<file path="src/rtl/eqw_pkg.sv">
package eqw_pkg;

  localparam int WORD_W = 32;
  localparam int BYTE_N = WORD_W / 8;

  typedef enum logic [0:0] {
    XS_IDLE = 1'b0,
    XS_WAIT = 1'b1
  } xfer_state_t;

  // Word as seen by the consumer: generation on top, payload below.
  function automatic logic [WORD_W-1:0] mark_word(input logic gen,
                                                  input logic [WORD_W-2:0] payload);
    return {gen, payload};
  endfunction

  // Reorder a word so its most significant byte sits in lane 0 (lowest address).
  function automatic logic [WORD_W-1:0] to_big_lanes(input logic [WORD_W-1:0] w);
    logic [WORD_W-1:0] r;
    for (int k = 0; k < BYTE_N; k++) begin
      r[8*k +: 8] = w[8*(BYTE_N-1-k) +: 8];
    end
    return r;
  endfunction

endpackage

</file>
<file path="src/rtl/eqw_cfg.sv">
module eqw_cfg #(
  parameter int ADDR_W = 32,
  parameter int SZ_W   = 3
) (
  input  logic              clk,
  input  logic              rst_n,
  input  logic              take,
  input  logic [ADDR_W-1:0] base_i,
  input  logic [SZ_W-1:0]   size_i,
  input  logic              busy,
  output logic [ADDR_W-1:0] base_q,
  output logic [SZ_W-1:0]   size_q
);

  always_ff @(posedge clk) begin
    if (!rst_n) begin
      base_q <= '0;
      size_q <= '0;
    end else if (take) begin
      base_q <= base_i;
      size_q <= size_i;
    end
  end

  // nothing reaches the registers while a write is outstanding
  p_cfg_frozen_busy_r3: assert property (@(posedge clk) disable iff (!rst_n)
    busy |=> ($stable(base_q) && $stable(size_q)));

endmodule

</file>
<file path="src/rtl/eqw_ptr.sv">
module eqw_ptr #(
  parameter int SZ_W  = 3,
  parameter int IDX_W = 17
) (
  input  logic             clk,
  input  logic             rst_n,
  input  logic             clear,
  input  logic             step,
  input  logic [SZ_W-1:0]  size_q,
  output logic [IDX_W-1:0] idx_q,
  output logic             gen_q,
  output logic             flip_q,
  output logic             wrap_o
);

  // Mask of valid index bits for a queue of 2^(code+10) entries.
  function automatic logic [IDX_W-1:0] len_mask(input logic [SZ_W-1:0] code);
    logic [IDX_W-1:0] m;
    for (int b = 0; b < IDX_W; b++) begin
      m[b] = (b < (int'(code) + 10));
    end
    return m;
  endfunction

  logic [IDX_W-1:0] idx_nxt;

  always_comb begin
    idx_nxt = (idx_q + IDX_W'(1)) & len_mask(size_q);
    wrap_o  = step && (idx_nxt == '0);
  end

  always_ff @(posedge clk) begin
    if (!rst_n) begin
      idx_q  <= '0;
      gen_q  <= 1'b0;
      flip_q <= 1'b0;
    end else if (clear) begin
      idx_q <= '0;
    end else if (step) begin
      idx_q <= idx_nxt;
      if (wrap_o) begin
        gen_q  <= ~gen_q;
        flip_q <= ~gen_q;
      end
    end
  end

  // generation only moves when the index lands on zero
  p_gen_at_zero_r8: assert property (@(posedge clk) disable iff (!rst_n)
    !$stable(gen_q) |-> (idx_q == '0));

  // flipped flag mirrors the generation it produced
  p_flip_tracks_r8: assert property (@(posedge clk) disable iff (!rst_n)
    !$stable(gen_q) |-> (flip_q == gen_q));

  // index never leaves the configured window
  p_idx_window_r7: assert property (@(posedge clk) disable iff (!rst_n)
    (idx_q & ~len_mask(size_q)) == '0);

  // a successful write always moves the index
  p_step_moves_r7: assert property (@(posedge clk) disable iff (!rst_n)
    step |=> (idx_q != $past(idx_q)));

endmodule

</file>
<file path="src/rtl/eqw_xfer.sv">
module eqw_xfer
  import eqw_pkg::*;
#(
  parameter int ADDR_W = 32,
  parameter int IDX_W  = 17
) (
  input  logic              clk,
  input  logic              rst_n,
  input  logic              cfg_load,
  input  logic              req_valid,
  input  logic [WORD_W-1:0] req_data,
  output logic              req_ready,
  input  logic [ADDR_W-1:0] base_q,
  input  logic [IDX_W-1:0]  idx_q,
  input  logic              gen_q,
  output logic              mem_wr_valid,
  output logic [ADDR_W-1:0] mem_wr_addr,
  output logic [WORD_W-1:0] mem_wr_data,
  input  logic              mem_rsp_valid,
  input  logic              mem_rsp_err,
  output logic              idle_o,
  output logic              done_ok_o,
  output logic              err_q
);

  function automatic logic [ADDR_W-1:0] slot_addr(input logic [ADDR_W-1:0] base,
                                                  input logic [IDX_W-1:0] idx);
    return base + (ADDR_W'(idx) << 2);
  endfunction

  xfer_state_t      st_q;
  logic [ADDR_W-1:0] addr_q;
  logic [WORD_W-1:0] data_q;
  logic              accept;
  logic              rsp_fire;

  always_comb begin
    idle_o    = (st_q == XS_IDLE);
    req_ready = idle_o && !cfg_load;
    accept    = req_ready && req_valid;
    rsp_fire  = (st_q == XS_WAIT) && mem_rsp_valid;
    done_ok_o = rsp_fire && !mem_rsp_err;
  end

  always_ff @(posedge clk) begin
    if (!rst_n) begin
      st_q   <= XS_IDLE;
      addr_q <= '0;
      data_q <= '0;
      err_q  <= 1'b0;
    end else begin
      case (st_q)
        XS_IDLE: if (accept) begin
          st_q   <= XS_WAIT;
          addr_q <= slot_addr(base_q, idx_q);
          data_q <= to_big_lanes(mark_word(gen_q, req_data[WORD_W-2:0]));
        end
        XS_WAIT: if (mem_rsp_valid) begin
          st_q <= XS_IDLE;
          if (mem_rsp_err) err_q <= 1'b1;
        end
        default: st_q <= XS_IDLE;
      endcase
    end
  end

  assign mem_wr_valid = (st_q == XS_WAIT);
  assign mem_wr_addr  = addr_q;
  assign mem_wr_data  = data_q;

  // never a second acceptance while one write is in flight
  p_single_outstanding_r6: assert property (@(posedge clk) disable iff (!rst_n)
    mem_wr_valid |-> !req_ready);

  // request held steady until its response
  p_hold_request_r6: assert property (@(posedge clk) disable iff (!rst_n)
    (mem_wr_valid && !mem_rsp_valid) |=>
      (mem_wr_valid && $stable(mem_wr_addr) && $stable(mem_wr_data)));

  // acceptance launches a write on the next cycle
  p_accept_launch_r6: assert property (@(posedge clk) disable iff (!rst_n)
    (req_valid && req_ready) |=> mem_wr_valid);

  // error flag is sticky
  p_err_sticky_r9: assert property (@(posedge clk) disable iff (!rst_n)
    err_q |=> err_q);

endmodule

</file>
<file path="src/rtl/eq_writer.sv">
module eq_writer
  import eqw_pkg::*;
#(
  parameter int ADDR_W = 32,
  parameter int SZ_W   = 3,
  localparam int IDX_W = (1 << SZ_W) - 1 + 10
) (
  input  logic              clk,
  input  logic              rst_n,
  input  logic              cfg_load,
  input  logic [ADDR_W-1:0] cfg_base,
  input  logic [SZ_W-1:0]   cfg_size,
  input  logic              req_valid,
  output logic              req_ready,
  input  logic [WORD_W-1:0] req_data,
  output logic              mem_wr_valid,
  output logic [ADDR_W-1:0] mem_wr_addr,
  output logic [WORD_W-1:0] mem_wr_data,
  input  logic              mem_rsp_valid,
  input  logic              mem_rsp_err,
  output logic [ADDR_W-1:0] st_base,
  output logic [SZ_W-1:0]   st_size,
  output logic [IDX_W-1:0]  st_index,
  output logic              st_gen,
  output logic              st_flipped,
  output logic              st_error
);

  logic idle;
  logic cfg_take;
  logic step_ok;
  logic wrap_evt;

  assign cfg_take = cfg_load && idle;

  eqw_cfg #(.ADDR_W(ADDR_W), .SZ_W(SZ_W)) u_cfg (
    .clk    (clk),
    .rst_n  (rst_n),
    .take   (cfg_take),
    .base_i (cfg_base),
    .size_i (cfg_size),
    .busy   (!idle),
    .base_q (st_base),
    .size_q (st_size)
  );

  eqw_ptr #(.SZ_W(SZ_W), .IDX_W(IDX_W)) u_ptr (
    .clk    (clk),
    .rst_n  (rst_n),
    .clear  (cfg_take),
    .step   (step_ok),
    .size_q (st_size),
    .idx_q  (st_index),
    .gen_q  (st_gen),
    .flip_q (st_flipped),
    .wrap_o (wrap_evt)
  );

  eqw_xfer #(.ADDR_W(ADDR_W), .IDX_W(IDX_W)) u_xfer (
    .clk           (clk),
    .rst_n         (rst_n),
    .cfg_load      (cfg_load),
    .req_valid     (req_valid),
    .req_data      (req_data),
    .req_ready     (req_ready),
    .base_q        (st_base),
    .idx_q         (st_index),
    .gen_q         (st_gen),
    .mem_wr_valid  (mem_wr_valid),
    .mem_wr_addr   (mem_wr_addr),
    .mem_wr_data   (mem_wr_data),
    .mem_rsp_valid (mem_rsp_valid),
    .mem_rsp_err   (mem_rsp_err),
    .idle_o        (idle),
    .done_ok_o     (step_ok),
    .err_q         (st_error)
  );

  // a failed write leaves the queue position alone
  p_err_keeps_ptr_r9: assert property (@(posedge clk) disable iff (!rst_n)
    (mem_wr_valid && mem_rsp_valid && mem_rsp_err) |=>
      ($stable(st_index) && $stable(st_gen) && st_error));

  // address is base plus word offset of the live index
  p_addr_slot_r4: assert property (@(posedge clk) disable iff (!rst_n)
    mem_wr_valid |-> (mem_wr_addr == st_base + ADDR_W'(st_index) * ADDR_W'(4)));

  // idle configuration restarts the index
  p_cfg_restart_r2: assert property (@(posedge clk) disable iff (!rst_n)
    (cfg_load && !mem_wr_valid) |=> (st_index == '0 && !req_ready || st_index == '0));

  // wrap event is visible on the generation output next cycle
  p_wrap_flips_r8: assert property (@(posedge clk) disable iff (!rst_n)
    wrap_evt |=> (st_gen != $past(st_gen)));

endmodule

</file>
<file path="config.mk">
export PLATFORM = sky130hd
export DESIGN_NAME = eq_writer
export DESIGN_NICKNAME = d
export VERILOG_FILES = /design/src/rtl/eqw_pkg.sv /design/src/rtl/eqw_cfg.sv /design/src/rtl/eqw_ptr.sv /design/src/rtl/eqw_xfer.sv /design/src/rtl/eq_writer.sv
export SDC_FILE = /design/constraint.sdc
export NUM_CORES = 1
export LEC_CHECK = 0
export BUFFER_PORTS_ARGS = -buffer_cell sky130_fd_sc_hd__buf_4
export CAP_MARGIN = 15
export CORE_MARGIN = 2
export CORE_UTILIZATION = 40
export CTS_CLUSTER_DIAMETER = 40
export DETAILED_ROUTE_END_ITERATION = 8
export HOLD_SLACK_MARGIN = 0.03
export PLACE_DENSITY = 0.7
export SYNTH_ARGS = -nofsm -noshare
export SYNTH_HDL_FRONTEND = slang
export SYNTH_SLANG_ARGS = --single-unit
</file>
<file path="constraint.sdc">
create_clock -name clk -period 6 [get_ports clk]
set_input_delay 1.8 -clock clk [delete_from_list [all_inputs] [get_ports clk]]
set_output_delay 1.8 -clock clk [all_outputs]
set_load 0.02 [all_outputs]
</file>
==> impl_metrics.yaml <==
layout:
  finalInstanceArea_um2: 7840
  drive_above_1_share_pct: 26.8
  design.final.nets: 998
  utilization_pct: 56.7
  fillers: 1344
  layout_common_cells: "buf_4 (196), nand2_1 (185), dfxtp_1 (119)"
  layout.cells.non_filler: 1095
  layout_commonest_cell: "buf_4"
  diodes: 0
  areaGrowthSynthToFinish_pct: 39.2
worst_setup_path:
  path_cells: "buf_4 -> nor2_1 -> buf_4"
  worstSetupStartpointType: "input port"
  cp_slowest_cell: "buf_4"
  ff2ff_setup_slack_ps: 2940
  reg2regPathDepth: 11
  worstSetupStartpoint: "cfg_load"
  rr_startpoint: "u_ptr.idx_q[0]"
  arrival_ps: 2270
  cp_num_cells: 3
  cp-end-kind: "primary output"
  path_buf_inv: 2
  crit_type: "in2out"
  worstReg2RegEnd: "u_xfer.mem_wr_addr[26]"
  worst_path_most_repeated_cell: "buf_4"
  worstPathRequired_ps: 4200
  critPathTopFamily: "buffers and inverters"
  critical_path.endpoint: "req_ready"
  slowest_delay_ps: 180
  crit_fanout: 3
sta:
  fmax_mhz: 246
  holdWs_ps: 453
  period_minus_slack_ps: 4070
  setup_ws_ps: 1930
  period_share_pct: 67.8
  setup_violations: 0
  slew_headroom_pct: 28.4
  finClkSkew_ps: 7.19
  worst_pin_slew_ps: 1070
  tns_ps: 0
  rsz0062_at_grt: "no"
  report.final.slew_viol_count: 0
  finalHoldViolCount: 0
die:
  die-area_um2: 15000
  io_pins: 194
  initial_core_util_pct: 40.7
  rows: 43
  core_area_um2: 13800
  die_w_um: 123
  die_h_um: 123
clock_network:
  cts_resized: 0
  cts_root_buf: "clkbuf_16"
  cts_made_buffers: 17
  ctsLongestPathBuffers: 2
  clk_latency_ps: 410
  htreeDepth: 4
  hold_buffers: 0
  clk_pin_slew_ps: 50
  cts_sinks: 119
  postCtsSetupBuffers: 0
  cts_tree: "yes"
drt:
  wl_um: 16000
  dr_wl_met2_um: 7440
  drt-initial-drc-count: 326
  drc: 0
  highest-signal-layer: "met4"
  antenna_left: 0
  dr_wl_met3_um: 1260
  vias: 5555
  first_pass_iters: 6
  m1WireLength_um: 7110
  routed_via_density: 5.07
  routedWlPerCell_um: 14.6
placement:
  place.gp.congestion: 0.868
  hpwl_um: 11400
  dp_slack_ps: 1930
  place_inst: 1063
  port_buffers: 192
  place_area_um2: 7160
yosys:
  ys_types: 55
  syn_inst: 729
  synth_top_area_cell: "dfxtp_1"
  synth-seq-cells: 119
  syn_area_per_cell_um2: 7.73
  yosys_warnings: 0
  yosys-top-cells-area: "dfxtp_1 (42%), nand2_1 (12%), a21oi_1 (9.7%)"
  ys_seq_area_share_pct: 42.3
  syn_nets: 825
  synthFlopType: "dfxtp_1"
  yosysTopAreaCellShare_pct: 42.3
  synth-edff-count: 0
  synthesis.area_um2: 5630
  async_flop_share_pct: 0
global_routing:
  first_global_vias: 5086
  antenna_found_initial: 0
  grt_pass1_wl_um: 25500
  grt_max_degree: 58
  grt_use_total_pct: 21.6
  grt_remaining_overflow: 0
flow_run:
  maxCapViolCount: 0
power_and_ir_drop:
  peakVddDrop_mv: 0.184
  powerDensity_nw_per_um2: 286
  p_total_mw: 2.24
  p_leak_nw: 3.32
run_status:
  status: "complete, no violations"
worst_hold_path:
  hold_class: "reg2reg"
==> sequential cells by signal (all words and copies together), names as in the netlist <==
register and count:
u_cfg.base_q 32, u_xfer.mem_wr_addr 32, u_xfer.mem_wr_data 32, u_ptr.idx_q 17
u_cfg.size_q 3, u_ptr.gen_q 1, u_xfer.err_q 1, u_xfer.mem_wr_valid 1
==> layer usage <==
layer | track usage [%] | vias up
li1 | - | 2823
met2 | 35.2 | 160
met1 | 27.5 | 2554
met3 | 6.32 | 18
met4 | 6.82 | 0
met5 | 0 | -
==> kinds of logic after synthesis <==
| logic type | count (synthesis) | synth area share (%) |
|---|---|---|
| AOI/OAI and AO/OA | 183 | 18.4 |
| xor gates and xnor gates | 41 | 6.38 |
| adders and majority gates | 23 | 5.24 |
| buffers and inverters | 57 | 4.11 |
| DFF | 119 | 42.3 |
| muxes | 1 | 0.178 |
| and+or+nand+nor | 305 | 23.4 |
==> power breakdown <==
part	total (mW)	switching (mW)	internal (mW)	leakage, nW
clock network	1.14	0.363	0.781	0.318
registers	0.850	0.0265	0.824	0.971
logic	0.244	0.140	0.104	2.04
==> worst reg2reg max path: stages, from the launching register on <==
cell       delay [ps]
dfxtp_1           530
ha_1              240
inv_1              60
fa_1              360
and2b_1           250
o2111ai_1         150
a31o_2            320
o31ai_1           280
o211ai_1          260
nor2_1            200
xnor2_1            80
a211oi_1          250
==> synthesized netlist by cell type (all sizes together), types with 2 or more instances <==
cell type  count
o21ai         36
buf           10
nand2b         5
nor2          48
clkbuf        32
a211oi         5
nor2b          5
nand4          8
or2            3
o21a           3
o31ai          2
nand3         20
a21oi        110
a22oi          3
ha            22
xor2          19
dfxtp        119
nand2        187
a31o           4
and3           6
nor4           5
nor3           8
xnor2         22
nand3b         2
o211ai         2
a31oi          8
inv           15
and2           3
a21o           3
==> area by class of cell <==
class | count | area (um^2) | area share [%]
well taps | 180 | 225 | 2.87
clock inverters | 11 | 194 | 2.47
multi-input cells | 553 | 3030 | 38.6
clock buffers | 21 | 480 | 6.13
inverters | 15 | 56.3 | 0.718
flip-flops and latches | 119 | 2380 | 30.4
repair buffers | 196 | 1470 | 18.8
==> worst min path at each step <==
stage                                start  cells past startpoint                     end  slack, ps
finish               u_xfer.mem_wr_addr[5]                      2   u_xfer.mem_wr_addr[5]        450
global route         u_xfer.mem_wr_data[6]                      2   u_xfer.mem_wr_data[6]        470
CTS                 u_xfer.mem_wr_addr[13]                      2  u_xfer.mem_wr_addr[13]        450
detailed placement  u_xfer.mem_wr_addr[13]                      2  u_xfer.mem_wr_addr[13]        440
global placement     u_xfer.mem_wr_addr[5]                      2   u_xfer.mem_wr_addr[5]        440
floorplan           u_xfer.mem_wr_addr[12]                      2  u_xfer.mem_wr_addr[12]        530
No activity file was read; power rests on OpenSTA's default activity.
